--- config.mk ---
export PLATFORM = sky130hd
export DESIGN_NAME = pirq_detect
export DESIGN_NICKNAME = d
export VERILOG_FILES = /design/src/rtl/pirq_pkg.sv /design/src/rtl/pirq_sync.sv /design/src/rtl/pirq_cell.sv /design/src/rtl/pirq_regs.sv /design/src/rtl/pirq_detect.sv
export SDC_FILE = /design/constraint.sdc
export NUM_CORES = 1
export LEC_CHECK = 0
export ABC_AREA = 1
export BUFFER_PORTS_ARGS = -buffer_cell sky130_fd_sc_hd__buf_2
export CAP_MARGIN = 5
export CELL_PAD_IN_SITES_DETAIL_PLACEMENT = 1
export CELL_PAD_IN_SITES_GLOBAL_PLACEMENT = 1
export CORE_MARGIN = 2
export CORE_UTILIZATION = 38
export DETAILED_ROUTE_END_ITERATION = 10
export PLACE_DENSITY_LB_ADDON = 0.1
export SLEW_MARGIN = 0
export SYNTH_ARGS = -nofsm -noshare
export SYNTH_HDL_FRONTEND = slang
export SYNTH_SLANG_ARGS = --single-unit
--- constraint.sdc ---
create_clock -name clk -period 1.1 [get_ports clk]
set_input_delay 0.055 -clock clk [delete_from_list [all_inputs] [get_ports clk]]
set_output_delay 0.055 -clock clk [all_outputs]
set_load 0.02 [all_outputs]
--- src/rtl/pirq_pkg.sv ---
package pirq_pkg;
   localparam logic [7:0] OFF_LIVE   = 8'h10;
   localparam logic [7:0] OFF_KIND   = 8'h11;
   localparam logic [7:0] OFF_RISE   = 8'h12;
   localparam logic [7:0] OFF_FALL   = 8'h13;
   localparam logic [7:0] OFF_ACKCLR = 8'h14;
   localparam logic [7:0] OFF_ENSET  = 8'h15;
   localparam logic [7:0] OFF_ENCLR  = 8'h16;
   localparam logic [7:0] OFF_PEND   = 8'h18;

   typedef enum logic [2:0] {
      SEL_NONE,
      SEL_LIVE,
      SEL_KIND,
      SEL_RISE,
      SEL_FALL,
      SEL_EN,
      SEL_PEND
   } rd_sel_e;
endpackage

--- src/rtl/pirq_sync.sv ---
module pirq_sync #(
   parameter int W      = 8,
   parameter int STAGES = 2
) (
   input  logic         clk,
   input  logic         rst_n,
   input  logic [W-1:0] d,
   output logic [W-1:0] q
);
   if (STAGES < 1) begin : g_bad_stages
      $error("pirq_sync: STAGES must be at least 1");
   end

   if (STAGES == 1) begin : g_single
      logic [W-1:0] flop_q;
      always_ff @(posedge clk or negedge rst_n) begin
         if (!rst_n) flop_q <= '0;
         else        flop_q <= d;
      end
      assign q = flop_q;
   end else begin : g_chain
      logic [STAGES-1:0][W-1:0] chain_q;
      always_ff @(posedge clk or negedge rst_n) begin
         if (!rst_n) chain_q <= '0;
         else        chain_q <= {chain_q[STAGES-2:0], d};
      end
      assign q = chain_q[STAGES-1];
   end
endmodule

--- src/rtl/pirq_cell.sv ---
module pirq_cell (
   input  logic cur,
   input  logic prev,
   input  logic kind,
   input  logic rise,
   input  logic fall,
   output logic edge_hit,
   output logic lvl_hit
);
   logic went_up;
   logic went_down;
   logic lvl_sel_ok;
   logic lvl_active;

   assign went_up    = cur & ~prev;
   assign went_down  = ~cur & prev;
   assign lvl_sel_ok = rise ^ fall;
   assign lvl_active = rise ? cur : ~cur;

   assign edge_hit = kind & ((rise & went_up) | (fall & went_down));
   assign lvl_hit  = ~kind & lvl_sel_ok & lvl_active;
endmodule

--- src/rtl/pirq_regs.sv ---
module pirq_regs
   import pirq_pkg::*;
#(
   parameter int LINES = 8,
   parameter int AW    = 8,
   parameter int DW    = 8
) (
   input  logic             clk,
   input  logic             rst_n,
   input  logic             wr_en,
   input  logic             rd_en,
   input  logic [AW-1:0]    addr,
   input  logic [DW-1:0]    wdata,
   input  logic [LINES-1:0] live,
   input  logic [LINES-1:0] edge_hit,
   input  logic [LINES-1:0] lvl_hit,
   output logic [DW-1:0]    rdata,
   output logic [LINES-1:0] kind_q,
   output logic [LINES-1:0] rise_q,
   output logic [LINES-1:0] fall_q,
   output logic [LINES-1:0] en_q,
   output logic [LINES-1:0] pend_q
);
   logic [LINES-1:0] mask;
   logic             hit_kind, hit_rise, hit_fall;
   logic             hit_ack, hit_enset, hit_enclr;
   logic [LINES-1:0] clr_mask;
   logic [LINES-1:0] pend_d;
   rd_sel_e          sel;
   logic [LINES-1:0] rd_val;

   assign mask = wdata[LINES-1:0];

   assign hit_kind  = wr_en && (addr == AW'(OFF_KIND));
   assign hit_rise  = wr_en && (addr == AW'(OFF_RISE));
   assign hit_fall  = wr_en && (addr == AW'(OFF_FALL));
   assign hit_ack   = wr_en && (addr == AW'(OFF_ACKCLR));
   assign hit_enset = wr_en && (addr == AW'(OFF_ENSET));
   assign hit_enclr = wr_en && (addr == AW'(OFF_ENCLR));

   always_ff @(posedge clk or negedge rst_n) begin
      if (!rst_n) begin
         kind_q <= '0;
         rise_q <= '0;
         fall_q <= '0;
      end else begin
         if (hit_kind) kind_q <= mask;
         if (hit_rise) rise_q <= mask;
         if (hit_fall) fall_q <= mask;
      end
   end

   always_ff @(posedge clk or negedge rst_n) begin
      if (!rst_n)         en_q <= '0;
      else if (hit_enset) en_q <= en_q | mask;
      else if (hit_enclr) en_q <= en_q & ~mask;
   end

   // Edge events outrank a clear; level events yield to it and return next cycle.
   assign clr_mask = hit_ack ? mask : '0;
   assign pend_d   = (pend_q & ~clr_mask) | edge_hit | (lvl_hit & ~clr_mask);

   always_ff @(posedge clk or negedge rst_n) begin
      if (!rst_n) pend_q <= '0;
      else        pend_q <= pend_d;
   end

   always_comb begin
      sel = SEL_NONE;
      if (rd_en) begin
         if (addr == AW'(OFF_LIVE))       sel = SEL_LIVE;
         else if (addr == AW'(OFF_KIND))  sel = SEL_KIND;
         else if (addr == AW'(OFF_RISE))  sel = SEL_RISE;
         else if (addr == AW'(OFF_FALL))  sel = SEL_FALL;
         else if (addr == AW'(OFF_ENSET)) sel = SEL_EN;
         else if (addr == AW'(OFF_ENCLR)) sel = SEL_EN;
         else if (addr == AW'(OFF_PEND))  sel = SEL_PEND;
      end
   end

   always_comb begin
      case (sel)
         SEL_LIVE: rd_val = live;
         SEL_KIND: rd_val = kind_q;
         SEL_RISE: rd_val = rise_q;
         SEL_FALL: rd_val = fall_q;
         SEL_EN:   rd_val = en_q;
         SEL_PEND: rd_val = pend_q;
         default:  rd_val = '0;
      endcase
      rdata = '0;
      rdata[LINES-1:0] = rd_val;
   end
endmodule

--- src/rtl/pirq_detect.sv ---
module pirq_detect #(
   parameter int LINES       = 8,
   parameter int AW          = 8,
   parameter int DW          = 8,
   parameter int SYNC_STAGES = 2
) (
   input  logic             clk,
   input  logic             rst_n,
   input  logic [LINES-1:0] in_lines,
   input  logic             wr_en,
   input  logic             rd_en,
   input  logic [AW-1:0]    addr,
   input  logic [DW-1:0]    wdata,
   output logic [DW-1:0]    rdata,
   output logic             irq_out
);
   if (LINES < 1 || LINES > DW) begin : g_bad_lines
      $error("pirq_detect: LINES must lie in 1..DW");
   end
   if (AW < 5) begin : g_bad_aw
      $error("pirq_detect: AW too narrow for the register offsets");
   end

   logic [LINES-1:0] live_q;
   logic [LINES-1:0] prev_q;
   logic [LINES-1:0] edge_hit;
   logic [LINES-1:0] lvl_hit;
   logic [LINES-1:0] kind_q, rise_q, fall_q, en_q, pend_q;

   pirq_sync #(.W(LINES), .STAGES(SYNC_STAGES)) u_sync (
      .clk   (clk),
      .rst_n (rst_n),
      .d     (in_lines),
      .q     (live_q)
   );

   always_ff @(posedge clk or negedge rst_n) begin
      if (!rst_n) prev_q <= '0;
      else        prev_q <= live_q;
   end

   for (genvar n = 0; n < LINES; n++) begin : g_line
      pirq_cell u_cell (
         .cur      (live_q[n]),
         .prev     (prev_q[n]),
         .kind     (kind_q[n]),
         .rise     (rise_q[n]),
         .fall     (fall_q[n]),
         .edge_hit (edge_hit[n]),
         .lvl_hit  (lvl_hit[n])
      );
   end

   pirq_regs #(.LINES(LINES), .AW(AW), .DW(DW)) u_regs (
      .clk      (clk),
      .rst_n    (rst_n),
      .wr_en    (wr_en),
      .rd_en    (rd_en),
      .addr     (addr),
      .wdata    (wdata),
      .live     (live_q),
      .edge_hit (edge_hit),
      .lvl_hit  (lvl_hit),
      .rdata    (rdata),
      .kind_q   (kind_q),
      .rise_q   (rise_q),
      .fall_q   (fall_q),
      .en_q     (en_q),
      .pend_q   (pend_q)
   );

   assign irq_out = |(pend_q & en_q);
endmodule

Word level (Yosys, flattened, before mapping)
Cells that the tools add are included.
- flip-flop bits (word level): 64
- output and inout bits: 9
- equality and inequality tests: 14
- multiplexer cells: 20
- bitwise logic cells: 105
- reduce and logical (&&, ||, !) cells: 8
- operators by type and width (cell ; number):
    8-bit by 5-bit == test with 1-bit output, second input constant ; 8
    1-bit AND ; 56
    8-bit case mux with 6 select lines ; 1
    8-bit AND ; 4
    3-bit two-way mux ; 8
    8-bit two-way mux ; 3
    1-bit inverter ; 24
    8-bit bitwise OR ; 3
    8-bit inverter ; 2
    3-bit == test, second input constant ; 3
    1-bit two-way mux ; 8
    1-bit bitwise OR ; 8
    8-bit OR reduction ; 1
    1-bit bitwise XOR ; 8
    3-bit by 2-bit == test with 1-bit output, second input constant ; 2
    1-bit logical AND ; 6
    3-bit by 1-bit == test with 1-bit output, second input constant ; 1
    2-bit nonzero test ; 1

Longest topological paths before layout
- depth in word-level cells: 11
- mapped depth: 12

By module
A second synthesis with hierarchy kept.
- cell total of the unflattened synthesis: 503
- area, all modules: 3544.6 sq um
- modules (own cells, without submodules) (module ; instances ; cells each ; area each (sq um) ; seq. area each (sq um)):
    pirq_regs ; 1 ; 328 ; 2287.2 ; 1001.0
    pirq_cell ; 8 ; 16 ; 67.6 ; 0.0
    pirq_sync ; 1 ; 24 ; 460.4 ; 400.4
    pirq_detect ; 1 ; 23 ; 256.5 ; 200.2

Worst setup path after synthesis
No wires, ideal clock.
- kind: input -> output
- start: input addr[5]
- end: output rdata[0]
- arrival time: 1.186 ns
- path slack: -0.141 ns
- cell stages on the path: 12
- buffers on the path: 1
- cell sequence: inv_1 -> nand2_2 -> nor2_8 -> nand2_2 -> nand2_1 -> nand2_2 -> nor2_8 -> buf_6 -> nand3_1 -> o21ai_1 -> inv_1 -> nand2_1
- longest elaborated chain between the ends: 11
- elaborated cells on any way between the ends: 22
- those cells by class: 13 x eq/ne; 9 x mux
- RTL lines (what ; line ; RTL):
    start: declaration ; pirq_detect.sv:12 ; input logic [AW-1:0] addr,
    8-bit by 5-bit == test with 1-bit output ; pirq_regs.sv:77 ; else if (addr == AW'(OFF_PEND)) sel = SEL_PEND;
    3-bit two-way mux ; pirq_regs.sv:77 ;
    3-bit two-way mux ; pirq_regs.sv:76 ; else if (addr == AW'(OFF_ENCLR)) sel = SEL_EN;
    3-bit two-way mux ; pirq_regs.sv:75 ; else if (addr == AW'(OFF_ENSET)) sel = SEL_EN;
    3-bit two-way mux ; pirq_regs.sv:74 ; else if (addr == AW'(OFF_FALL)) sel = SEL_FALL;
    3-bit two-way mux ; pirq_regs.sv:73 ; else if (addr == AW'(OFF_RISE)) sel = SEL_RISE;
    3-bit two-way mux ; pirq_regs.sv:72 ; else if (addr == AW'(OFF_KIND)) sel = SEL_KIND;
    3-bit two-way mux * ; pirq_regs.sv:71 ; if (addr == AW'(OFF_LIVE)) sel = SEL_LIVE;
    3-bit two-way mux * ; pirq_regs.sv:70 ; if (rd_en) begin
    3-bit == test, or another cell as far along ; pirq_regs.sv:82 ; case (sel)
    8-bit case mux with 6 select lines * ; pirq_regs.sv:82 ;
    end: declaration ; pirq_detect.sv:14 ; output logic [DW-1:0] rdata,
Every way passes the cells marked *; elsewhere a longest branch is shown, timed or not.

Final worst setup path
- start: input addr[3]
- end: output rdata[0]
Same word-level chain as after synthesis.

==> key figures <==
Timing
  • WHS: roughly 230 ps
  • Final Skew: 11.31 ps
  • Final period demand of the worst path: 1531 ps
  • Final setup viols: 18
  • Crit share post-route: 1.392
  • Fmax: 653.0 MHz
  • Final Hold Fails: 0
  • Worst-margin pin slew: 362.9 ps
  • RSZ-0062 raised after global routing: yes
  • Setup TNS: -4193 ps
  • Slew Viols, Final: 0
  • Setup slack after layout: -431.4 ps
  • Slew headroom: 0.7581

Synthesis
  • Synthesized Nets: between 400 and 500
  • Yosys warns: 0
  • Syn Area/Cell: 8.037 µm²
  • Post-Syn Area: 0.003151 mm²
  • Seq/Total Area, Yosys: 0.5083
  • Post-Synthesis Cells: 392
  • Synth Register Bits: 64
  • Count of cell types in the netlist: 27

GRT
  • Overall routing resource usage: 0.2472
  • First-pass GRT wire length: 16.54 mm
  • Global route total overflow: 0
  • Vias in the first global route: 3,184
  • Largest net degree at the start of global routing: 65
  • Initial antenna violation count: 0

Final layout
  • Fin util: 0.5881
  • Sequential cell area: 0.001602 mm²
  • Final Non-Filler Cells: 615
  • Area grow syn2layout: 51.83%
  • FILL cells: roughly 970
  • Area of the multi-input gates: roughly 0.0017 mm²
  • Most frequent cells in the layout: nand2_1 (82), dfrtp_1 (64), buf_4 (49), inv_1 (31)
  • Final #Nets: around 530
  • Layout cells sized above 1: 0.3980
  • Most common cell after layout, fill and taps aside: nand2_1
  • # diodes: 0

Clock network
  • Root buf cell: clkbuf_8
  • CTS H-Tree Depth: 3
  • Clk buf depth: 2
  • Cts bufs inserted: 9
  • TritonCTS clock tree: done
  • Clock sink count: 64
  • Clk_lat worst skew: 350 ps
  • Clock transition at path regs: 80 ps

Critical path
  • CP endpoint kind: primary output
  • Critical Path RT: 1040 ps
  • Critical path buffers and inverters: 3
  • Crit-path max FO: 8
  • Crit path arrival time: 1480 ps
  • CP Launch Type: input port
  • Largest stage delay, worst path: between 200 and 300 ps
  • CP Cell Sequence: buf_8, nor2_4, inv_2, nor2_4, nand2_2, nand3_4, nand2_8, nor2_4, nand2_1, nand2_1, nor2_1, nand2_2, buf_6
  • Crit Path Category: in -> out
  • Slowest CP cell: nor2_4
  • Family with the most delay on the worst path: simple AND/OR/NAND/NOR gates
  • Most frequent CP cell: nor2_4

Drt
  • Vias: 3,068
  • WL final: 10.36 mm
  • Iteration-0 DRC Markers: 86
  • Detail Route Antenna Nets: 0
  • Drt wl/cell: 16.84 µm
  • Drt drc: 0
  • Vias/cell: 4.989
  • Initial DRT Pass Iterations: 4

Die
  • # rows: 33
  • Io pins: 37
  • Die Wd: 95.06 µm
  • CORE AREA: 0.008134 mm²
  • Initial Util: 0.3873
  • Height of the chip: about 95 µm
  • Die area: 0.009035 mm²

Placement
  • Final HPWL DP: 6.778 mm
  • PortBufs: 36
  • Routability cong.: 0.8194
  • Placed cells: 567

Flow run
  • Number of max-cap violations: 0

Status
  • Failing checks: setup timing
  • Outcome: finished with violations

Power
  • Power per cell area: 1185 mW/mm²
  • Leakage: 2.252 nW
  • Overall Power: 5.670 mW
  • Maximum VDD drop: between 0.7 and 0.8 mV

Hold path
  • Type of the worst min-delay path: in -> async
## stage by stage
| stage | cell area (µm²) | worst slack [ps] |
|---|---|---|
| finish | 4783 | -431.4 |
| global route | 4783 | -526.8 |
| CTS | 4572 | -439.4 |
| detailed placement | 3928 | -528.3 |
| global placement | 3928 | -499.6 |
| floorplan | 3308 | -53.68 |
## timing repair
item | 4_1_cts | 5_1_grt
hold endpoints to repair | 80 | 0
gates resized for setup | 57 | 61
pin swaps | 34 | 36
setup endpoints to repair | 15 | 25
cloned | 1 | 0
setup buffers | 8 | 7
hold buffers | 17 | 0
## cell usage after synthesis
master / n / area (µm²)
nand3_4: 1 / 17.52
nand3_1: 27 / 135.1
o21ai_1: 13 / 65.06
nand3_2: 2 / 20.02
clkbuf_1: 2 / 7.510
nand4_1: 3 / 18.77
a21oi_1: 20 / 100.1
buf_6: 2 / 22.52
buf_2: 2 / 10.01
or2_2: 2 / 12.51
inv_2: 4 / 15.01
nand2_1: 108 / 405.4
nor2_2: 7 / 43.79
o22ai_1: 9 / 56.30
o21ai_0: 33 / 165.2
nor2_8: 2 / 40.04
or3_1: 1 / 6.260
a31oi_1: 8 / 50.05
inv_1: 43 / 161.4
nor2_4: 1 / 11.26
a22o_1: 2 / 17.52
nand2_4: 1 / 11.26
nor3_1: 3 / 15.01
buf_4: 1 / 7.510
dfrtp_1: 64 / 1602
nor2_1: 24 / 90.09
nand2_2: 7 / 43.79
## logic make-up (layout without fill, tap and decap cells)
logic type | Yosys count | in the layout | synth area share
AND/OR/NAND/NOR | 189 | 190 | 0.2764
flip-flops | 64 | 64 | 0.5083
AO/OA/AOI/OAI | 85 | 85 | 0.1442
buffers and inverters | 54 | 171 | 0.07109
## layer usage
metal	GRT usage	vias to the layer above	wire, µm
li1	-	1511	-
met1	0.3109	1514	4584
met2	0.4397	32	5444
met3	0.03636	11	210
met4	0.07488	0	117
met5	0	-	0
## final cells by class
class	count	share of cell area
clock buffer	10	0.02877
clock inverter	6	0.01909
tap	105	0.02747
inverter	47	0.04447
sequential	64	0.3348
timing repair buffer	108	0.1978
multi-input combinational	275	0.3476
## path summary, 6_finish.rpt
check	cells after the start	start	to	slack, ps
hold / removal	3	rst_n	u_regs.pend_q[2]$_DFF_PN0_	230
setup / recovery	13	addr[3]	rdata[0]	-430
hold reg to reg	0	u_sync.g_chain.chain_q[6]$_DFF_PN0_	u_sync.q[6]$_DFF_PN0_	350
min in group clk	5	wr_en	register	270
setup reg to reg	6	u_sync.q[4]$_DFF_PN0_	u_regs.pend_q[4]$_DFF_PN0_	-10
max in group asynchronous	3	rst_n	u_regs.rise_q[2]$_DFFE_PN0P_	560
## report_power, final
part,total [mW],switching (mW),internal (mW),leakage (nW)
logic,0.711,0.374,0.337,1.34
registers,2.58,0.111,2.47,0.791
clock network,2.38,1.03,1.35,0.117
## tightest hold or removal path: stages
cell           delay, ps
dlygate4sd3_1        510
buf_2                120
buf_12               300
Note: power is estimated with default switching activity, not from simulation.
